**src/rtl/osd_mix_pkg.sv**
```systemverilog
package osd_mix_pkg;

  typedef enum logic [1:0] {
    BG_OFF    = 2'd0,
    BG_FILL   = 2'd1,
    BG_SUNKEN = 2'd2,
    BG_RAISED = 2'd3
  } bg_mode_e;

  typedef enum logic [2:0] {
    LY_NONE   = 3'd0,
    LY_SCREEN = 3'd1,
    LY_PAT    = 3'd2,
    LY_ROW    = 3'd3,
    LY_CELL   = 3'd4,
    LY_GLYPH  = 3'd5,
    LY_SPRITE = 3'd6
  } layer_e;

endpackage

```
**src/rtl/osd_bevel_shade.sv**
```systemverilog
module osd_bevel_shade
  import osd_mix_pkg::*;
#(
  parameter int IDX_W = 4
) (
  input  bg_mode_e           mode,
  input  logic [IDX_W-1:0]   base,
  input  logic               edge_tl,
  input  logic               edge_br,
  input  logic [IDX_W-1:0]   light,
  input  logic [IDX_W-1:0]   dark,
  output logic               vis,
  output logic [IDX_W-1:0]   color
);

  always_comb begin
    vis   = (mode != BG_OFF);
    color = base;
    case (mode)
      BG_RAISED: begin
        if (edge_tl)      color = light;
        else if (edge_br) color = dark;
      end
      BG_SUNKEN: begin
        if (edge_tl)      color = dark;
        else if (edge_br) color = light;
      end
      default: color = base;
    endcase
  end

endmodule

```
**src/rtl/osd_layer_arbiter.sv**
```systemverilog
module osd_layer_arbiter
  import osd_mix_pkg::*;
#(
  parameter int IDX_W = 4
) (
  input  logic               scr_vis,
  input  logic [IDX_W-1:0]   scr_idx,
  input  logic               pat_vis,
  input  logic [IDX_W-1:0]   pat_idx,
  input  logic               row_vis,
  input  logic [IDX_W-1:0]   row_idx,
  input  logic               cell_vis,
  input  logic [IDX_W-1:0]   cell_idx,
  input  logic               glyph_vis,
  input  logic [IDX_W-1:0]   glyph_idx,
  input  logic               spr_vis,
  input  logic [IDX_W-1:0]   spr_idx,
  output layer_e             winner,
  output logic [IDX_W-1:0]   win_idx
);

  always_comb begin
    winner  = LY_NONE;
    win_idx = '0;
    if (spr_vis) begin
      winner  = LY_SPRITE;
      win_idx = spr_idx;
    end else if (glyph_vis) begin
      winner  = LY_GLYPH;
      win_idx = glyph_idx;
    end else if (cell_vis) begin
      winner  = LY_CELL;
      win_idx = cell_idx;
    end else if (row_vis) begin
      winner  = LY_ROW;
      win_idx = row_idx;
    end else if (pat_vis) begin
      winner  = LY_PAT;
      win_idx = pat_idx;
    end else if (scr_vis) begin
      winner  = LY_SCREEN;
      win_idx = scr_idx;
    end
  end

endmodule

```
**src/rtl/osd_palette_ram.sv**
```systemverilog
module osd_palette_ram #(
  parameter int IDX_W = 4,
  parameter int OUT_W = 6,
  localparam int DEPTH = 1 << IDX_W
) (
  input  logic               clk,
  input  logic               we,
  input  logic [IDX_W-1:0]   waddr,
  input  logic [OUT_W-1:0]   wdata,
  input  logic [IDX_W-1:0]   raddr,
  output logic [OUT_W-1:0]   rdata
);

  logic [OUT_W-1:0] mem [DEPTH];

  always_ff @(posedge clk) begin
    if (we) mem[waddr] <= wdata;
  end

  always_ff @(posedge clk) begin
    rdata <= mem[raddr];
  end

endmodule

```
**src/rtl/osd_pixel_mixer.sv**
```systemverilog
module osd_pixel_mixer
  import osd_mix_pkg::*;
#(
  parameter int IDX_W = 4,
  parameter int OUT_W = 6
) (
  input  logic               clk,
  input  logic               rst,
  input  logic               scr_en,
  input  logic [IDX_W-1:0]   scr_color,
  input  logic               pat_dot,
  input  logic [IDX_W-1:0]   pat_color,
  input  logic [1:0]         row_mode,
  input  logic [IDX_W-1:0]   row_color,
  input  logic               row_edge_tl,
  input  logic               row_edge_br,
  input  logic [1:0]         cell_mode,
  input  logic [IDX_W-1:0]   cell_color,
  input  logic               cell_edge_tl,
  input  logic               cell_edge_br,
  input  logic               fg_dot,
  input  logic [IDX_W-1:0]   fg_color,
  input  logic               blink_en,
  input  logic               blink_phase,
  input  logic               spr_dot,
  input  logic [IDX_W-1:0]   spr_color,
  input  logic [IDX_W-1:0]   hl_color,
  input  logic [IDX_W-1:0]   sh_color,
  input  logic               disp_en,
  input  logic               disp_pol,
  input  logic               half_en,
  input  logic               half_pol,
  input  logic               pal_we,
  input  logic [IDX_W-1:0]   pal_addr,
  input  logic [OUT_W-1:0]   pal_data,
  output logic [OUT_W-1:0]   color_out,
  output logic               disp_out,
  output logic               half_out
);

  localparam int NUM_BG = 2;

  // background layers: index 0 = row, index 1 = cell
  logic [1:0]       bg_mode_raw [NUM_BG];
  logic [IDX_W-1:0] bg_base     [NUM_BG];
  logic             bg_tl       [NUM_BG];
  logic             bg_br       [NUM_BG];
  logic             bg_vis      [NUM_BG];
  logic [IDX_W-1:0] bg_idx      [NUM_BG];

  assign bg_mode_raw[0] = row_mode;
  assign bg_base[0]     = row_color;
  assign bg_tl[0]       = row_edge_tl;
  assign bg_br[0]       = row_edge_br;
  assign bg_mode_raw[1] = cell_mode;
  assign bg_base[1]     = cell_color;
  assign bg_tl[1]       = cell_edge_tl;
  assign bg_br[1]       = cell_edge_br;

  for (genvar g = 0; g < NUM_BG; g++) begin : g_bevel
    osd_bevel_shade #(.IDX_W(IDX_W)) u_shade (
      .mode    (bg_mode_e'(bg_mode_raw[g])),
      .base    (bg_base[g]),
      .edge_tl (bg_tl[g]),
      .edge_br (bg_br[g]),
      .light   (hl_color),
      .dark    (sh_color),
      .vis     (bg_vis[g]),
      .color   (bg_idx[g])
    );
  end

  logic glyph_vis;
  assign glyph_vis = fg_dot & (~blink_en | blink_phase);

  layer_e           winner;
  logic [IDX_W-1:0] mix_idx;

  osd_layer_arbiter #(.IDX_W(IDX_W)) u_arb (
    .scr_vis   (scr_en),
    .scr_idx   (scr_color),
    .pat_vis   (pat_dot),
    .pat_idx   (pat_color),
    .row_vis   (bg_vis[0]),
    .row_idx   (bg_idx[0]),
    .cell_vis  (bg_vis[1]),
    .cell_idx  (bg_idx[1]),
    .glyph_vis (glyph_vis),
    .glyph_idx (fg_color),
    .spr_vis   (spr_dot),
    .spr_idx   (spr_color),
    .winner    (winner),
    .win_idx   (mix_idx)
  );

  logic disp_flag, half_flag;
  assign disp_flag = (winner != LY_NONE) && (winner != LY_SCREEN);
  assign half_flag = (winner == LY_ROW) || (winner == LY_CELL);

  logic [OUT_W-1:0] pal_rd;

  osd_palette_ram #(.IDX_W(IDX_W), .OUT_W(OUT_W)) u_pal (
    .clk   (clk),
    .we    (pal_we),
    .waddr (pal_addr),
    .wdata (pal_data),
    .raddr (mix_idx),
    .rdata (pal_rd)
  );

  logic shown_q;

  always_ff @(posedge clk) begin
    if (rst) begin
      shown_q  <= 1'b0;
      disp_out <= 1'b0;
      half_out <= 1'b0;
    end else begin
      shown_q  <= (winner != LY_NONE);
      disp_out <= disp_en & (disp_flag ~^ disp_pol);
      half_out <= half_en & (half_flag ~^ half_pol);
    end
  end

  assign color_out = shown_q ? pal_rd : '0;

  AST_SPRITE_ON_TOP: assert property (@(posedge clk) disable iff (rst)
    spr_dot |-> (mix_idx == spr_color));

  AST_BLINK_HIDES_GLYPH: assert property (@(posedge clk) disable iff (rst)
    (blink_en && !blink_phase) |-> (winner != LY_GLYPH));

  AST_EMPTY_IS_DARK: assert property (@(posedge clk) disable iff (rst)
    (winner == LY_NONE) |=> (color_out == '0));

  AST_HALF_WITHIN_DISP: assert property (@(posedge clk) disable iff (rst)
    half_flag |-> disp_flag);

  AST_DISP_PIN_GATED: assert property (@(posedge clk) disable iff (rst)
    !disp_en |=> !disp_out);

  AST_HALF_PIN_GATED: assert property (@(posedge clk) disable iff (rst)
    !half_en |=> !half_out);

endmodule

```
**config.mk**
```make
export PLATFORM = sky130hd
export DESIGN_NAME = osd_pixel_mixer
export DESIGN_NICKNAME = d
export VERILOG_FILES = /design/src/rtl/osd_mix_pkg.sv /design/src/rtl/osd_bevel_shade.sv /design/src/rtl/osd_layer_arbiter.sv /design/src/rtl/osd_palette_ram.sv /design/src/rtl/osd_pixel_mixer.sv
export SDC_FILE = /design/constraint.sdc
export NUM_CORES = 1
export LEC_CHECK = 0
export BUFFER_PORTS_ARGS = -buffer_cell sky130_fd_sc_hd__buf_2
export CAP_MARGIN = 20
export CORE_AREA = 2 2 144 146
export CTS_BUF_LIST = sky130_fd_sc_hd__clkbuf_8
export CTS_CLUSTER_SIZE = 12
export DETAILED_ROUTE_END_ITERATION = 7
export DIE_AREA = 0 0 146 148
export GPL_ROUTABILITY_DRIVEN = 1
export SYNTH_ARGS = -nofsm -noshare
export SYNTH_HDL_FRONTEND = slang
export SYNTH_HIERARCHICAL = 1
export SYNTH_SLANG_ARGS = --single-unit
```
**constraint.sdc**
```tcl
create_clock -name clk -period 3.4 [get_ports clk]
set_clock_uncertainty 0.05 [all_clocks]
set_input_delay 0.17 -clock clk [delete_from_list [all_inputs] [get_ports clk]]
set_output_delay 0.17 -clock clk [all_outputs]
set_load 0.05 [all_outputs]
```
=== After elaboration in Yosys (flattened, before gate mapping) ===
Memory sizes are Yosys's and may differ from the RTL's. A register that Yosys moved wholly into a read port is not among the register bits.
Cells that the tools add are included.

* Flip-flop bits (word level): 3
* Latch bits: 0
* Bits in writable memories: 96
* Memory bits (read-only): 0
* Input port bits: 63
* Output and inout bits: 8
* Word-level logic and storage cells: 48
* Memories kept: 1

* $add $sub $neg: 0
* $mul: 0
* Divide/modulo/power cells: 0
* Magnitude comparators: 0
* Eq/ne operators: 7
* Shifts and indexed selects: 0
* Mux-type cells: 25
* Bitwise logic cells: 7
* Reductions and logical operators: 5

{| class="wikitable"
|+ Memories
! memory !! words !! width !! read ports !! clocked after Yosys merged registers in !! wr ports !! line !! source
|-
| u_pal.mem || 16 || 6 || 1 || 1 || 1 || osd_palette_ram.sv:14 || <nowiki>logic [OUT_W-1:0] mem [DEPTH];</nowiki>
|}

{| class="wikitable"
|+ Operator list
! operator !! number
|-
| 2-to-1 mux 4 bit || 14
|-
| one-hot mux 4 bit (2 select lines) || 2
|-
| 2-to-1 mux 3 bit || 5
|-
| == test 2 bit, second input constant || 4
|-
| 2-to-1 mux 6 bit || 1
|-
| nonzero test 2 bit || 2
|-
| AND 1 bit || 3
|-
| == test 3 x 2 -> 1 bit, second input constant || 1
|-
| == test 3 bit, second input constant || 1
|-
| 2-to-1 mux 1 bit || 3
|-
| != test 3 x 1 -> 1 bit, second input constant || 1
|-
| nonzero test 3 bit || 1
|-
| XNOR 1 bit || 2
|-
| logical AND 1 bit || 1
|-
| logical OR 1 bit || 1
|-
| NOT 1 bit || 1
|-
| OR 1 bit || 1
|}

=== Depth between registers and ports, before layout ===
Gate-level depths: netlist of run 1.

* Word-level depth: 10
* Mapped depth: 12
* Depth with buffers taken out: 9

=== By module ===
The synthesis of run 1 kept the hierarchy.

{| class="wikitable"
|+ By module, submodules not included
! module !! instances !! cells an instance !! area each (um^2) !! seq. area each (um^2)
|-
| osd_palette_ram || 1 || 178 || 3895.0 || 3002.9
|-
| osd_bevel_shade || 2 || 34 || 279.0 || 0.0
|-
| osd_layer_arbiter || 1 || 37 || 259.0 || 0.0
|-
| osd_pixel_mixer || 1 || 22 || 191.4 || 60.1
|}

=== Worst setup path before layout of run 1 ===
OpenSTA, ideal clock, no wires.

* Path kind: in2reg
* Start point: input port cell_mode[1]
* End point: register u_pal.rdata[3], read port of u_pal.mem
* Setup time: 0.120 ns
* Arrival: 2.124 ns
* Required time: 3.230 ns
* Slack: 1.106 ns
* Stages: 10
* Buffers on the path: 3
* Cells stage by stage: buf_4 -> or2_2 -> nor2_4 -> o211ai_1 -> o2bb2ai_1 -> buf_6 -> buf_6 -> mux4_1 -> a22oi_1 -> nand2_1

{| class="wikitable"
|+ RTL lines
! item !! line !! source
|-
| from (decl) || osd_pixel_mixer.sv:17 || <nowiki>input logic [1:0] cell_mode,</nowiki>
|-
| to (decl) || osd_palette_ram.sv:11 || <nowiki>output logic [OUT_W-1:0] rdata</nowiki>
|}

==> run_results.csv, run 1 <==
group,metric,value,unit
logic_synthesis,synth_most_common_cell,"edfxtp_1",
logic_synthesis,synth_cells,305,
die,fp.coreArea,20000,um2
logic_synthesis,syn_area,4900,um2
timing,rsz0062_at_grt,"no",
worst_setup_path,cpMaxStageDelayCell,"o2bb2ai_4",
timing,post-route-period-util,0.789,
grt,grt_max_degree,25,
power_and_ir_drop,ir_worst_vdd,0.249,mV
worst_setup_path,cpPeakStageDelay,0.81,ns
logic_synthesis,synth_flop_cell,"edfxtp_1",
logic_synthesis,syn_avg_cell_area,16.1,um2
drt,wl_per_cell,16.7,um
cts,cts_root_buf,"clkbuf_8",
timing,relSlewSlack,0.265,
logic_synthesis,synth-edff-count,96,
die,io_pins,71,
drt,routed_wl,10900,um
timing,timing.fmax,0.373,GHz
worst_setup_path,path_max_fanout,24,
worst_setup_path,endpoint_kind,"flip-flop",
timing,fin_tns_setup,0,ns
timing,worst_pin_slew,1.09,ns
worst_setup_path,worst-path-stages,8,
drt,drt_iter0_markers,181,
drt,drt_pass1_iterations,4,
placed_design,gp_congestion,0.845,
worst_hold_path,worstHoldPathCells,3,
worst_setup_path,reg2reg_slack,2.00,ns
final_layout,syn_to_final_growth,16.9,%
placed_design,hpwl,7870,um
timing,finalWorstSetupSlack,0.718,ns
status,status,"finished, final reports clean",
cts,postCtsSetupBuffers,0,
worst_setup_path,cp_top_family,"compound AO/OA/AOI/OAI gates",
placed_design,dpl.cell_count,633,
die,die-area,21600,um2
grt,grt_overflow,0,
cts,htreeDepth,3,
worst_setup_path,reg2reg_depth,3,
power_and_ir_drop,power_density,456,nW/um2
drt,route.detailed.drc,0,
worst_setup_path,arrival,2.87,ns
grt,antenna_found_initial,1,
cts,insertion_delay,0.36,ns
drt,via_count,2999,
final_layout,n_antenna_cell,0,
worst_setup_path,path_class,"in2reg",
logic_synthesis,seq_area_frac_synth,0.625,
final_layout,finalNonFillerCells,653,
flow_run,drv_cap,0,
cts,clock_sinks,105,
worst_setup_path,start_kind,"input pin",
logic_synthesis,yosys.area.top_type,"edfxtp_1",
worst_setup_path,path_buf_inv,1,
drt,vias_per_cell,4.59,
final_layout,final_nets,441,
die,initial_core_util,0.245,
final_layout,area.sequential,3060,um2
power_and_ir_drop,power.leakage,2.00,nW
timing,slew_viol_final,0,
timing,hold_viol_final,0,
timing,finalSetupViolCount,0,
placed_design,dp_slack,0.305,ns
die,die_x,146,um
cts,cts_made_buffers,9,
cts,cts_resized,0,
timing,min_period,2.68,ns
logic_synthesis,synthTopCellsByCount,"edfxtp_1 (96), nor2_1 (15), nand2_1 (14)",
grt,grt_pass1_wl,17000,um
cts,cts_tree,"yes",
logic_synthesis,ys_types,46,
final_layout,final_util,0.286,
cts,clk_path_buf_depth,2,
cts,path_clk_slew,0.09,ns
final_layout,layout-drive-gt1-share,0.308,
logic_synthesis,async_flop_share,0,
logic_synthesis,synth_seq_cells,105,
cts,postCtsHoldBufs,1,
grt,grt_pass1_vias,3121,
placed_design,port_buffers,70,
worst_setup_path,cp_data_required_time,3.59,ns
logic_synthesis,ys_top_cells_by_area,"edfxtp_1 (59%), mux4_1 (6.4%), mux4_2 (5.5%)",
logic_synthesis,yosysWarnings,6,
final_layout,fillers,2045,
grt,track_usage,0.102,
final_layout,multi_input_area,1730,um2
worst_setup_path,crit_chain,"buf_2 > or2_2 > nor2_4 > o211ai_1 > o2bb2ai_4 > mux4_1 > a22oi_1 > nand2_1",
die,fp.dieH,148,um
timing,hold_slack,0.0503,ns
die,rows,52,
drt,ant_nets,0,
logic_synthesis,synth_nets,368,
worst_hold_path,min_path_type,"in2reg",
logic_synthesis,synth_top_area_frac,0.588,
## worst min-delay path, delay by kind of cell
family	cells	cell delay, ns
buffers and inverters	1	0.08
XOR/XNOR	1	0.12
AND/OR/NAND/NOR	1	0.05
## per-stage QoR
stage / instance area (um2) / power (mW)
floorplan: 4900 / 1.76
global placement: 5500 / 1.88
detailed placement: 5500 / 1.89
CTS: 5710 / 2.64
global route: 5730 / 2.73
finish: 5730 / 2.62
## path summary, 6_finish.rpt
path                    endpoint       startpoint
setup / recovery  u_pal/rdata[1]     cell_mode[1]
hold / removal          disp_out         disp_pol
setup reg to reg  u_pal/rdata[1]  u_pal/mem[9][1]
hold reg to reg   u_pal/rdata[5]  u_pal/mem[4][5]
## cell families after synthesis
| logic type | count (synthesis) | synth area share |
|---|---|---|
| DFF | 105 | 0.625 |
| and+or+nand+nor | 79 | 0.0898 |
| AOI/OAI and AO/OA | 61 | 0.0931 |
| muxes | 41 | 0.163 |
| buffers and inverters | 18 | 0.0273 |
| xor gates and xnor gates | 1 | 0.00179 |
## layer usage
| layer | up-vias | global-route usage | wire, um |
|---|---|---|---|
| li1 | 1388 | - | - |
| met2 | 105 | 0.168 | 5160 |
| met5 | - | 0 | 13 |
| met1 | 1498 | 0.127 | 4690 |
| met3 | 6 | 0.0451 | 972 |
| met4 | 2 | 0.0180 | 57 |
## where the power goes
group / internal (mW) / switching, mW / leakage (nW) / total [mW]
logic: 0.167 / 0.223 / 0.957 / 0.390
registers: 1.45 / 0.0146 / 0.943 / 1.46
clock network: 0.343 / 0.417 / 0.103 / 0.761
total: 1.96 / 0.655 / 2.00 / 2.62
## layout make-up
class | count | share of cell area
clock inverter | 7 | 0.0124
timing repair buffer | 76 | 0.0690
sequential | 105 | 0.534
inverter | 4 | 0.00262
tap | 270 | 0.0589
multi-input combinational | 182 | 0.301
clock buffer | 9 | 0.0216
## cells in the final DEF, fill, tap and decap left out, types with 9 or more instances in the layout
cell type   n
edfxtp_1   96
buf_2      72
nor2_1     15
nand2_1    14
mux4_2     12
a22oi_1    12
mux4_1     12
nand2b_1   11
a221oi_1   11
nor2b_1    10
mux2_4      9
clkbuf_8    9
dfxtp_1     9
a31oi_1     9
## flip-flops by register name, summed over array words and instances (netlist names)
signal and cells:
half_out 1, u_pal/mem 96, u_pal/rdata 6, shown_q 1, disp_out 1
(Power assumes the default switching activity.)
==> run 2, diff against run 1 <==
- clock period: 3.4 -> 2.39 ns (I/O delays scaled with it)
==> run_results.csv, run 2 (same netlist as run 1, synthesis figures left out) <==
group,metric,value,unit
cts,cts_made_buffers,9,
drt,via_count,3097,
timing,worst_pin_slew,0.708,ns
final_layout,finalInstanceArea,6020,um2
placed_design,port_buffers,70,
worst_setup_path,arrival,2.30,ns
power_and_ir_drop,ir_worst_vdd,0.279,mV
die,die_x,146,um
worst_setup_path,cpPeakStageDelay,0.55,ns
worst_setup_path,cpMaxStageDelayCell,"mux4_1",
worst_setup_path,start_kind,"input pin",
cts,htreeDepth,3,
timing,timing.fmax,0.481,GHz
worst_setup_path,cp_top_family,"compound AO/OA/AOI/OAI gates",
placed_design,dp_slack,-0.105,ns
flow_run,drv_cap,0,
worst_setup_path,cp_data_required_time,2.61,ns
cts,path_clk_slew,0.11,ns
drt,wl_per_cell,16.2,um
grt,grt_max_degree,25,
placed_design,gp_congestion,0.835,
final_layout,layout_common_cells,"edfxtp_1 (96), buf_2 (70), buf_4 (29)",
worst_setup_path,path_class,"in2reg",
drt,routed_wl,11000,um
worst_setup_path,endpoint_kind,"flip-flop",
final_layout,largest-register,"u_pal/mem",
worst_setup_path,path_max_fanout,11,
final_layout,n_antenna_cell,0,
grt,grt_pass1_wl,17400,um
timing,slew_viol_final,0,
final_layout,multi_input_area,1730,um2
timing,rsz0062_at_grt,"no",
power_and_ir_drop,power_density,646,nW/um2
cts,cts_tree,"yes",
placed_design,hpwl,8160,um
final_layout,final_nets,470,
worst_hold_path,min_path_type,"in2reg",
final_layout,fillers,2015,
cts,clk_path_buf_depth,2,
final_layout,final_util,0.301,
die,io_pins,71,
final_layout,final_common_cell,"edfxtp_1",
power_and_ir_drop,power.leakage,2.17,nW
final_layout,layout-drive-gt1-share,0.364,
timing,hold_viol_final,0,
die,die-area,21600,um2
die,fp.dieH,148,um
timing,finalSetupViolCount,0,
final_layout,largest_reg_flops,96,
status,status,"finished, final reports clean",
timing,min_period,2.08,ns
die,rows,52,
die,initial_core_util,0.245,
grt,antenna_found_initial,0,
worst_setup_path,crit_chain,"buf_2 > or2b_1 > o22ai_1 > nand2_1 > o21ai_1 > o2bb2ai_4 > buf_12 > mux4_1 > a22oi_1 > nand2_1",
drt,ant_nets,0,
worst_setup_path,crit_path_frequent_cell,"nand2_1",
final_layout,area.sequential,3060,um2
cts,cts_root_buf,"clkbuf_8",
grt,track_usage,0.104,
cts,clock_sinks,105,
placed_design,dpl_cell_area,5790,um2
grt,grt_pass1_vias,3199,
cts,insertion_delay,0.38,ns
timing,finalWorstSetupSlack,0.310,ns
timing,post-route-period-util,0.870,
timing,relSlewSlack,0.526,
timing,fin_tns_setup,0,ns
drt,drt_pass1_iterations,4,
final_layout,syn_to_final_growth,22.9,%
grt,grt_overflow,0,
drt,vias_per_cell,4.54,
worst_setup_path,path_buf_inv,2,
die,fp.coreArea,20000,um2
final_layout,reg.largest.list,"u_pal/mem: 96 flops, u_pal/rdata: 6 flops",
drt,drt_iter0_markers,207,
drt,route.detailed.drc,0,
## run 2: cell types whose count changed in the layout (fill, tap and decap cells not counted), sizes merged
cell    previous run  this run
buf               73       103
clkbuf            10         9
## run 2: routing by layer
| layer | part of all wire | track usage | vias up |
|---|---|---|---|
| li1 | - | - | 1445 |
| met1 | 0.48 | 0.142 | 1540 |
| met2 | 0.46 | 0.164 | 101 |
| met3 | 0.059 | 0.0281 | 11 |
| met4 | 0.011 | 0.0277 | 0 |
| met5 | 0 | 0 | - |
## run 2: final cells by class
type,count,area share
sequential,105,0.508
multi-input combinational,182,0.286
timing repair buffer,105,0.111
tap,270,0.0561
clock buffer,9,0.0206
clock inverter,7,0.0152
inverter,4,0.00249
## run 2: repair_timing
| item | 4_1_cts | 5_1_grt |
|---|---|---|
| hold endpoints to repair | 2 | 0 |
| buffers inserted | 0 | 0 |
| resized for setup | 0 | 0 |
| hold buffers | 2 | 0 |
## run 2: power by group
| group | internal (mW) | switching [mW] |
|---|---|---|
| clock | 0.515 | 0.662 |
| sequential | 2.06 | 0.0220 |
| combinational | 0.295 | 0.337 |
## run 2: metrics by stage
| step | hold WS [ns] | power (mW) | instances |
|---|---|---|---|
| 3_3_place_gp | 0.277 | 2.75 | 664 |
| 5_1_grt | 0.0688 | 4.04 | 682 |
| 6_report | 0.0729 | 3.89 | 682 |
| 2_1_floorplan | 0.142 | 2.50 | 305 |
| 3_5_place_dp | 0.289 | 2.76 | 664 |
| 4_1_cts | 0.0662 | 3.92 | 682 |
## run 2: final timing paths
kind                                  startpoint         endpoint  slack (ns)  cells after the start
worst min-delay path                 pal_data[2]  u_pal/mem[1][2]        0.07                      1
worst min register to register   u_pal/mem[8][0]   u_pal/rdata[0]        0.65                      3
worst max-delay path                cell_mode[1]   u_pal/rdata[5]        0.31                     10
worst max register to register  u_pal/mem[11][4]   u_pal/rdata[4]        1.04                      3
